$ cat src/rtl/nrs_pkg.sv
package nrs_pkg;
  localparam int HOST_W = 32;
  localparam int DQ_W   = 16;
  localparam int CFG_W  = 16;
  localparam logic [1:0] DEV_NAND = 2'd2;

  typedef enum logic [1:0] {
    KIND_CMD  = 2'd0,
    KIND_ADR  = 2'd1,
    KIND_DAT  = 2'd2,
    KIND_NONE = 2'd3
  } reg_kind_e;

  typedef enum logic [1:0] {
    ST_IDLE = 2'd0,
    ST_STRB = 2'd1,
    ST_GAP  = 2'd2,
    ST_DONE = 2'd3
  } seq_st_e;
endpackage

$ cat src/rtl/nrs_decode.sv
module nrs_decode
  import nrs_pkg::*;
#(
  parameter int CS_N       = 8,
  parameter int ADDR_W     = 12,
  parameter int WIN_BASE   = 'h60,
  parameter int WIN_STRIDE = 'h30,
  parameter int CMD_OFF    = 'h1C,
  parameter int ADR_OFF    = 'h20,
  parameter int DAT_OFF    = 'h24
) (
  input  logic [ADDR_W-1:0]     addr_i,
  input  logic [CS_N*CFG_W-1:0] cs_cfg_i,
  output reg_kind_e             kind_o,
  output logic [CS_N-1:0]       cs_sel_o,
  output logic                  is_nand_o,
  output logic                  wide_o
);
  logic [CS_N-1:0] hit_cmd, hit_adr, hit_dat;
  logic [CFG_W-1:0] cfg_sel;

  // one comparator set per window: word address match, any byte lane
  for (genvar i = 0; i < CS_N; i++) begin : g_win
    localparam logic [ADDR_W-1:0] CMD_A = ADDR_W'(WIN_BASE + i*WIN_STRIDE + CMD_OFF);
    localparam logic [ADDR_W-1:0] ADR_A = ADDR_W'(WIN_BASE + i*WIN_STRIDE + ADR_OFF);
    localparam logic [ADDR_W-1:0] DAT_A = ADDR_W'(WIN_BASE + i*WIN_STRIDE + DAT_OFF);
    assign hit_cmd[i] = addr_i[ADDR_W-1:2] == CMD_A[ADDR_W-1:2];
    assign hit_adr[i] = addr_i[ADDR_W-1:2] == ADR_A[ADDR_W-1:2];
    assign hit_dat[i] = addr_i[ADDR_W-1:2] == DAT_A[ADDR_W-1:2];
  end

  assign cs_sel_o = hit_cmd | hit_adr | hit_dat;

  always_comb begin
    if (|hit_cmd)      kind_o = KIND_CMD;
    else if (|hit_adr) kind_o = KIND_ADR;
    else if (|hit_dat) kind_o = KIND_DAT;
    else               kind_o = KIND_NONE;
  end

  always_comb begin
    cfg_sel = '0;
    for (int i = 0; i < CS_N; i++)
      if (cs_sel_o[i]) cfg_sel = cs_cfg_i[i*CFG_W +: CFG_W];
  end

  assign is_nand_o = cfg_sel[11:10] == DEV_NAND;
  assign wide_o    = cfg_sel[12];    // bit 13 deliberately ignored

  logic unused_bits;
  assign unused_bits = ^{addr_i[1:0], cfg_sel[CFG_W-1:13], cfg_sel[9:0]};
endmodule

$ cat src/rtl/nrs_plan.sv
module nrs_plan
  import nrs_pkg::*;
(
  input  reg_kind_e   kind_i,
  input  logic        is_nand_i,
  input  logic        wide_i,
  input  logic        write_i,
  input  logic [1:0]  size_i,
  output logic [2:0]  ncyc_o,
  output logic        err_o
);
  logic       run;
  logic [2:0] raw;

  // data register moves both ways; command/address registers are write-only
  assign run = is_nand_i && (kind_i != KIND_NONE) && (kind_i == KIND_DAT || write_i);

  always_comb begin
    if (!wide_i) raw = size_i[1] ? 3'd4 : (size_i[0] ? 3'd2 : 3'd1);
    else         raw = size_i[1] ? 3'd2 : 3'd1;
  end

  assign ncyc_o = run ? raw : 3'd0;
  assign err_o  = (kind_i == KIND_NONE) && !size_i[1];
endmodule

$ cat src/rtl/nrs_seq.sv
module nrs_seq
  import nrs_pkg::*;
#(
  parameter int CS_N = 8
) (
  input  logic              clk_i,
  input  logic              rst_ni,
  input  logic              req_valid_i,
  input  logic              write_i,
  input  logic [1:0]        size_i,
  input  logic [HOST_W-1:0] wdata_i,
  input  reg_kind_e         kind_i,
  input  logic [CS_N-1:0]   cs_sel_i,
  input  logic              wide_i,
  input  logic [2:0]        ncyc_i,
  input  logic              err_i,
  output logic              done_o,
  output logic [HOST_W-1:0] rdata_o,
  output logic              err_o,
  output logic [CS_N-1:0]   ce_no,
  output logic              cle_o,
  output logic              ale_o,
  output logic              we_no,
  output logic              re_no,
  output logic [DQ_W-1:0]   dq_o,
  output logic              dq_oe_o,
  input  logic [DQ_W-1:0]   dq_i
);
  seq_st_e           st_q;
  logic              wr_q, wide_q, err_q;
  logic [1:0]        size_q, idx_q;
  logic [2:0]        ncyc_q;
  logic [HOST_W-1:0] wdata_q, rdata_q;
  logic [CS_N-1:0]   cs_q;
  reg_kind_e         kind_q;
  logic              active;

  always_ff @(posedge clk_i or negedge rst_ni) begin
    if (!rst_ni) begin
      st_q    <= ST_IDLE;
      wr_q    <= 1'b0;
      wide_q  <= 1'b0;
      err_q   <= 1'b0;
      size_q  <= '0;
      idx_q   <= '0;
      ncyc_q  <= '0;
      wdata_q <= '0;
      rdata_q <= '0;
      cs_q    <= '0;
      kind_q  <= KIND_NONE;
    end else begin
      unique case (st_q)
        ST_IDLE: if (req_valid_i) begin
          wr_q    <= write_i;
          wide_q  <= wide_i;
          err_q   <= err_i;
          size_q  <= size_i;
          idx_q   <= '0;
          ncyc_q  <= ncyc_i;
          wdata_q <= wdata_i;
          rdata_q <= '0;
          cs_q    <= cs_sel_i;
          kind_q  <= kind_i;
          st_q    <= (ncyc_i != 3'd0) ? ST_STRB : ST_DONE;
        end
        ST_STRB: begin
          if (!wr_q) begin
            if (!wide_q)              rdata_q[{idx_q, 3'b000} +: 8]     <= dq_i[7:0];
            else if (size_q == 2'd0)  rdata_q[7:0]                      <= dq_i[7:0];
            else                      rdata_q[{idx_q[0], 4'b0000} +: 16] <= dq_i;
          end
          st_q <= ST_GAP;
        end
        ST_GAP: begin
          idx_q <= idx_q + 2'd1;
          st_q  <= ({1'b0, idx_q} + 3'd1 == ncyc_q) ? ST_DONE : ST_STRB;
        end
        ST_DONE: st_q <= ST_IDLE;
        default: st_q <= ST_IDLE;
      endcase
    end
  end

  assign active  = (st_q == ST_STRB) || (st_q == ST_GAP);
  assign ce_no   = active ? ~cs_q : '1;
  assign cle_o   = active && (kind_q == KIND_CMD);
  assign ale_o   = active && (kind_q == KIND_ADR);
  assign we_no   = !((st_q == ST_STRB) && wr_q);
  assign re_no   = !((st_q == ST_STRB) && !wr_q);
  assign dq_oe_o = active && wr_q;
  assign dq_o    = wide_q ? wdata_q[{idx_q[0], 4'b0000} +: 16]
                          : {8'h00, wdata_q[{idx_q, 3'b000} +: 8]};
  assign done_o  = st_q == ST_DONE;
  assign rdata_o = rdata_q;
  assign err_o   = err_q;
endmodule

$ cat src/rtl/nand_reg_serializer.sv
module nand_reg_serializer
  import nrs_pkg::*;
#(
  parameter int CS_N   = 8,
  parameter int ADDR_W = 12
) (
  input  logic                  clk_i,
  input  logic                  rst_ni,
  input  logic                  req_valid_i,
  output logic                  req_ready_o,
  input  logic                  req_write_i,
  input  logic [ADDR_W-1:0]     req_addr_i,
  input  logic [1:0]            req_size_i,
  input  logic [31:0]           req_wdata_i,
  input  logic [CS_N*16-1:0]    cs_cfg_i,
  output logic                  rsp_valid_o,
  output logic [31:0]           rsp_rdata_o,
  output logic                  rsp_err_o,
  output logic [CS_N-1:0]       nand_ce_no,
  output logic                  nand_cle_o,
  output logic                  nand_ale_o,
  output logic                  nand_we_no,
  output logic                  nand_re_no,
  output logic [15:0]           nand_dq_o,
  output logic                  nand_dq_oe_o,
  input  logic [15:0]           nand_dq_i
);
  reg_kind_e       kind;
  logic [CS_N-1:0] cs_sel;
  logic            is_nand, wide, plan_err, done;
  logic [2:0]      ncyc;

  nrs_decode #(.CS_N(CS_N), .ADDR_W(ADDR_W)) u_dec (
    .addr_i    (req_addr_i),
    .cs_cfg_i  (cs_cfg_i),
    .kind_o    (kind),
    .cs_sel_o  (cs_sel),
    .is_nand_o (is_nand),
    .wide_o    (wide)
  );

  nrs_plan u_plan (
    .kind_i    (kind),
    .is_nand_i (is_nand),
    .wide_i    (wide),
    .write_i   (req_write_i),
    .size_i    (req_size_i),
    .ncyc_o    (ncyc),
    .err_o     (plan_err)
  );

  nrs_seq #(.CS_N(CS_N)) u_seq (
    .clk_i       (clk_i),
    .rst_ni      (rst_ni),
    .req_valid_i (req_valid_i),
    .write_i     (req_write_i),
    .size_i      (req_size_i),
    .wdata_i     (req_wdata_i),
    .kind_i      (kind),
    .cs_sel_i    (cs_sel),
    .wide_i      (wide),
    .ncyc_i      (ncyc),
    .err_i       (plan_err),
    .done_o      (done),
    .rdata_o     (rsp_rdata_o),
    .err_o       (rsp_err_o),
    .ce_no       (nand_ce_no),
    .cle_o       (nand_cle_o),
    .ale_o       (nand_ale_o),
    .we_no       (nand_we_no),
    .re_no       (nand_re_no),
    .dq_o        (nand_dq_o),
    .dq_oe_o     (nand_dq_oe_o),
    .dq_i        (nand_dq_i)
  );

  assign req_ready_o = done;
  assign rsp_valid_o = done;
endmodule

$ cat config.mk
export PLATFORM = sky130hd
export DESIGN_NAME = nand_reg_serializer
export DESIGN_NICKNAME = d
export VERILOG_FILES = /design/src/rtl/nrs_pkg.sv /design/src/rtl/nrs_decode.sv /design/src/rtl/nrs_plan.sv /design/src/rtl/nrs_seq.sv /design/src/rtl/nand_reg_serializer.sv
export SDC_FILE = /design/constraint.sdc
export NUM_CORES = 1
export LEC_CHECK = 0
export ABC_AREA = 1
export BUFFER_PORTS_ARGS = -buffer_cell sky130_fd_sc_hd__clkbuf_2
export CAP_MARGIN = 15
export CORE_MARGIN = 8
export CORE_UTILIZATION = 25
export DETAILED_ROUTE_END_ITERATION = 10
export PLACE_DENSITY = 0.59
export SETUP_SLACK_MARGIN = 0.5
export SLEW_MARGIN = 10
export SYNTH_ARGS = -nofsm -noshare
export SYNTH_HDL_FRONTEND = slang
export SYNTH_SLANG_ARGS = --single-unit
export TNS_END_PERCENT = 20
$ cat constraint.sdc
create_clock -name clk_i -period 3.4 [get_ports clk_i]
set_input_delay 0 -clock clk_i [delete_from_list [all_inputs] [get_ports clk_i]]
set_output_delay 0 -clock clk_i [all_outputs]
set_load 0.01 [all_outputs]
Word-level counts from Yosys, hierarchy flattened
Index checks and enable logic that the tools add are counted.

cells by class
  shift-type cells = 6
  $add $sub $neg = 4
  reductions and logical operators = 27
  equal/unequal tests = 36
  bitwise logic cells = 3
  multiplexer cells = 32

operators with widths
  cell                       number
  $eq A10 B7 Y1 const B      15
  $mux W13                   8
  $mux W32                   3
  $eq A10 B6 Y1 const B      8
  $bwmux W32                 2
  $pmux W32 S2               1
  $shift A16 B7 Y32 const A  1
  $shift A8 B7 Y32 const A   1
  $shiftx A16 B7 Y32         1
  $shiftx A32 B6 Y16         1
  $shiftx A32 B6 Y8          1
  $shiftx A8 B7 Y32          1
  $mux W24                   1
  $reduce_or A8 Y1           3
  $mux W16                   1
  $mux W2                    8
  $mux W8                    2
  $or A8 B8 Y8               2
  $neg A5 Y7                 2
  $eq A10 B5 Y1 const B      1
  $eq A2 B2 Y1 const B       5
  $mux W3                    3
  $logic_and A1 B1 Y1        8
  $not A8 Y8                 1
  17 further kinds           28

storage, ports and cells
  output and inout port bits = 64
  input port bits = 194
  bits in registers = 86
  logic and storage cells = 120

Longest topological paths before layout
  depth after elaboration = 19
  depth in mapped cells = 14
  mapped depth without buffers = 14

Modules after synthesis
From an unflattened synthesis, not the netlist that was laid out.

unflattened totals
  cell total of the unflattened synthesis = 683
  area total of the unflattened synthesis = 5437.7 µm²

by module, submodules not included
  module               area each (µm²)  cells an instance  sequential area each (µm²)  times used
  nrs_seq              4638.2           525                2154.6                      1
  nrs_decode           726.9            142                0.0                         1
  nrs_plan             65.1             15                 0.0                         1
  nand_reg_serializer  7.5              1                  0.0                         1

Worst setup path before layout
Ideal clock, no wire load.

  path type = flip-flop to flip-flop
  from = register u_seq.idx_q[0]
  to = register u_seq.rdata_q[0], in the netlist u_seq.rdata_o[0]
  data arrival time = 2.215 ns
  path buffers = 3
  data required time = 3.303 ns
  clock period less this slack = 2.311 ns
  setup time = 0.097 ns
  path slack = 1.089 ns
  cell stages (with the launch flop) = 11
  path through = dfrtp_1 > clkbuf_8 > inv_1 > clkbuf_1 > clkbuf_1 > ha_1 > inv_1 > nand4_1 > o21ai_0 > clkinv_1 > o31ai_1

between the ends
  cells in the longest elaborated chain, start to end = 7
  elaborated cells between the ends (all ways) = 12
  classes of those cells = 2 x add/sub; 4 x shift; 6 x mux

ends and longest elaborated chain
  what                                                            RTL line       RTL
  from (decl)                                                     nrs_seq.sv:31  logic [1:0] size_q, idx_q;
  from (signal assigned)                                          nrs_seq.sv:75  idx_q <= idx_q + 2'd1;
  $neg A5 Y7                                                      nrs_seq.sv:70  else rdata_q[{idx_q[0], 4'b0000} +: 16] <= dq_i;
  $shiftx A16 B7 Y32 / $shift A16 B7 Y32 (equally long branches)  nrs_seq.sv:70
  $bwmux W32                                                      nrs_seq.sv:70
  $mux W8                                                         nrs_seq.sv:69  else if (size_q == 2'd0) rdata_q[7:0] <= dq_i[7:0];
  $mux W32 (*)                                                    nrs_seq.sv:68  if (!wide_q) rdata_q[{idx_q, 3'b000} +: 8] <= dq_i[7:0];
  $mux W32 (*)                                                    nrs_seq.sv:67  if (!wr_q) begin
  $pmux W32 S2 (*)                                                nrs_seq.sv:52  unique case (st_q)
  to (signal, indexed assignment)                                 nrs_seq.sv:68
  to (signal assigned)                                            nrs_seq.sv:69
  to (signal, indexed assignment)                                 nrs_seq.sv:70
  to (decl)                                                       nrs_seq.sv:33  logic [HOST_W-1:0] wdata_q, rdata_q;

Every way passes the cells marked *; elsewhere a longest branch is shown, timed or not. The select of a mux whose other input is x is not followed.
A chain may end at the register's enable or synchronous reset.

Final worst setup path
  from = register u_seq.st_q[1]
  to = register u_seq.rdata_q[24], in the netlist u_seq.rdata_o[24]

between the ends
  cells in the longest elaborated chain, start to end = 3
  elaborated cells between the ends (all ways) = 8
  classes of those cells = 4 x eq/ne; 1 x mux; 3 x reduce/logical

ends and longest elaborated chain
  what                                                         RTL line       RTL
  from (decl)                                                  nrs_seq.sv:29  seq_st_e st_q;
  from (signal assigned)                                       nrs_seq.sv:64  st_q <= (ncyc_i != 3'd0) ? ST_STRB : ST_DONE;
  from (signal assigned)                                       nrs_seq.sv:76  st_q <= ({1'b0, idx_q} + 3'd1 == ncyc_q) ? ST_DONE : ST_STRB;
  $eq A2 B1 Y1 / $logic_not A2 Y1 (equally long branches)      nrs_seq.sv:52
  $ne A3 B3 Y1 (no source line), or another cell as far along  n/a
  $reduce_and A4 Y1 (no source line)                           n/a

Parallel ways exist; a longest one is shown, timed or not.

==> out/results.txt <==
WL/cell = 15.0 µm
Fin. Hold Viols = 0
Yosys cell types = 39
Worst path top cell family by delay = compound AO/OA/AOI/OAI gates
Syn. warnings = 0
H-tree Lvls = 3
IO Count = 258
GRT Total Usage = 14.1%
Slew headroom = 36.2%
Seq cells post-synth = 86
Longest Clk Path Bufs = 2
Instance count of the mapped netlist = 688
Synth top area cells = dfrtp_1 (42%), nand2_1 (17%), inv_1 (5.3%)
Min-delay worst type = in -> reg
DRT iter0 DRCs = 264
Slew @ Worst Pin = 0.957 ns
Initial cell density of the core = 25.6%
Clk_lat worst skew = 0.35 ns
Global-route wire length before repair = 27,500 µm
RSZ-0062 raised after global routing = no
Setup Viol. Count Final = 0
PortBufs = 151
Critical-path maximum fanout = 13
Largest net degree at the start of global routing = 74
Die ar. = 24,800 µm²
Leak = 0.00341 µW
Core Footprint = 19,500 µm²
Reg2reg setup slack = 0.93 ns
Die width = 157 µm
Share of the synthesized area in the top cell type = 42.0%
Setup TNS = 0 ns
Max Clk Rate = 405 MHz
Initial antenna violation count = 0
Crit-path cells = inv_1, ha_1, inv_2, or2_4, a21oi_4, o31ai_4, a211oi_4, nand2_1, o22ai_1
Most common cell after layout, fill and taps aside = nand2_1
WS Path Type = reg -> reg
CTS tree = yes
Mapped Area = 5000 µm²
Crit start category = register
Critical path buffer and inverter count = 2
# diodes = 0
Hold Worst Slack = 0.0391 ns
Site Rows = 51
Total Wirelength = 17,300 µm
Clock tree sinks = 86
Critical path required time = 3.67 ns
Post-DP HPWL = 12,700 µm
Final slew viol count = 0
Power Dens Cells = 757 nW/µm²
Pre-antenna DRT Iters = 5
Worst Skew = 0.00859 ns
Vias post-DR = 5,255
WP data arrival = 2.74 ns
CTS Buf Count = 9
DRC = 0
Clock Root Buffer = clkbuf_16
Post-synth top area cell = dfrtp_1
Status = finished clean
Max_cap viols = 0
Worst setup EP type = register
Sequential-to-total area share from yosys stat = 43.1%
Maximum VDD drop = 0.000466 V
Vias in the first global route = 5,313
Post-route ant nets = 0
Area Overhead vs Synth = 36.4%
Syn nets = 890
Tmin final = 2.47 ns
Tot Pwr = 5160 µW
Grt total ovfl = 0
Vias per cell = 4.55
Total Nets Final = 1,086
Syn Area/Cell = 7.27 µm²
Layout cells sized above 1 = 21.7%
Final GP Congestion = 0.830
Period utilization = 72.6%
Reg clk slew, reported paths = 0.07 ns
Commonest cells after routing, fill and taps aside = nand2_1 (229), clkbuf_2 (150), dfrtp_1 (84)
Critical-path top delay cell = a211oi_4
Crit-path max cell delay = 0.47 ns
Die H = 157 µm
==> state kept, by name, summed over array words and instances (netlist names) <==
signal / cells
u_seq.cs_q: 8
u_seq.idx_q: 2
u_seq.wr_q: 1
u_seq.kind_q: 2
u_seq.wide_q: 1
u_seq.err_o: 1
u_seq.size_q: 2
u_seq.st_q: 2
u_seq.rdata_o: 32
u_seq.wdata_q: 32
u_seq.ncyc_q: 3
==> area by class of cell <==
type / instances / area, µm²
inverter: 75 / 282
clock inverter: 7 / 57.6
multi-input combinational: 501 / 2430
timing repair buffer: 211 / 1340
sequential: 86 / 2150
clock buffer: 9 / 225
fill: 2089 / 12700
tap: 265 / 332
==> stage by stage <==
step | std cells | utilization [%] | setup WS (ns) | cell area (µm²)
final | 1154 | 34.9 | 0.933 | 6820
after global routing | 1154 | 34.9 | 0.741 | 6820
after CTS | 1154 | 34.9 | 0.944 | 6820
after detailed placement | 1086 | 30.8 | 0.957 | 6020
after global placement | 1086 | 30.8 | 0.973 | 6020
after floorplan | 688 | - | 1.09 | 5000
==> routing by layer <==
metal | share of wire [%] | global-route usage (%) | up-vias | routed length [µm]
met2 | 48 | 23.3 | 163 | 8200
met5 | 0 | 0 | - | 0
met3 | 6.3 | 3.45 | 15 | 1090
li1 | - | - | 2655 | -
met4 | 0.89 | 3.22 | 0 | 154
met1 | 45 | 18.1 | 2422 | 7810
==> final timing paths <==
path | endpoint | cells past startpoint | start
max | u_seq.rdata_o[24]$_DFFE_PN0P_ | 9 | u_seq.st_q[1]$_DFFE_PN0N_
min | u_seq.st_q[0]$_DFFE_PN0N_ | 4 | req_valid_i
max reg2reg | u_seq.rdata_o[24]$_DFFE_PN0P_ | 9 | u_seq.st_q[1]$_DFFE_PN0N_
min reg2reg | u_seq.wdata_q[24]$_DFFE_PN0P_ | 2 | u_seq.wdata_q[24]$_DFFE_PN0P_
max in group asynchronous | u_seq.wdata_q[8]$_DFFE_PN0P_ | 3 | rst_ni
min in group asynchronous | u_seq.rdata_o[21]$_DFFE_PN0P_ | 2 | rst_ni
==> cells by family (layout without fill, tap and decap cells) <==
logic type,after synthesis,after routing,synth area share (%)
adder cells (fa/ha/maj),8,8,2.00
AO/OA/AOI/OAI,116,116,15.2
flip-flops,86,86,43.1
AND/OR/NAND/NOR,376,376,31.2
buffers and inverters,101,302,8.33
XOR/XNOR,1,1,0.175
==> worst register-to-register path, cell delays in order (launching register included) <==
cell	delay, ns
dfrtp_1	0.42
inv_1	0.10
ha_1	0.34
inv_2	0.12
or2_4	0.26
a21oi_4	0.16
o31ai_4	0.14
a211oi_4	0.47
nand2_1	0.22
o22ai_1	0.16
==> Yosys cell counts <==
library cell and instances:
o311ai_1 1, dfrtp_1 84, clkbuf_8 1, inv_1 70, o21ai_2 1, nand3b_1 3, buf_6 3, o31ai_1 9
nor2_1 67, inv_2 1, clkbuf_1 20, a21oi_2 3, o21ai_0 21, o211ai_1 9, o2111a_1 1, nand2_1 230
a211oi_4 1, nor2_2 3, or2_4 1, ha_1 8, a21oi_4 2, o221ai_1 8, dfstp_2 2, clkinv_1 4
a221oi_1 1, buf_4 1, nor3_4 1, nor3_1 6, nand3_1 51, nor2_4 1, a31oi_1 3, a211oi_1 1
o31ai_4 1, a21oi_1 41, o22ai_1 12, buf_2 1, xnor2_1 1, nand4_1 13, o21bai_1 1
==> repair_timing <==
item                      4_1_cts  5_1_grt
setup buffers                   0        0
gates resized for setup         0        0
hold buffers                   52        0
hold endpoints to repair      139        0
==> where the power goes <==
group / internal [µW] / total [µW] / leakage (µW) / switching, µW
Combinational: 887 / 2500 / 0.00218 / 1610
Sequential: 1430 / 1690 / 0.00110 / 260
Clock: 506 / 971 / 0.000134 / 465
Note: power is estimated with default switching activity, not from simulation.
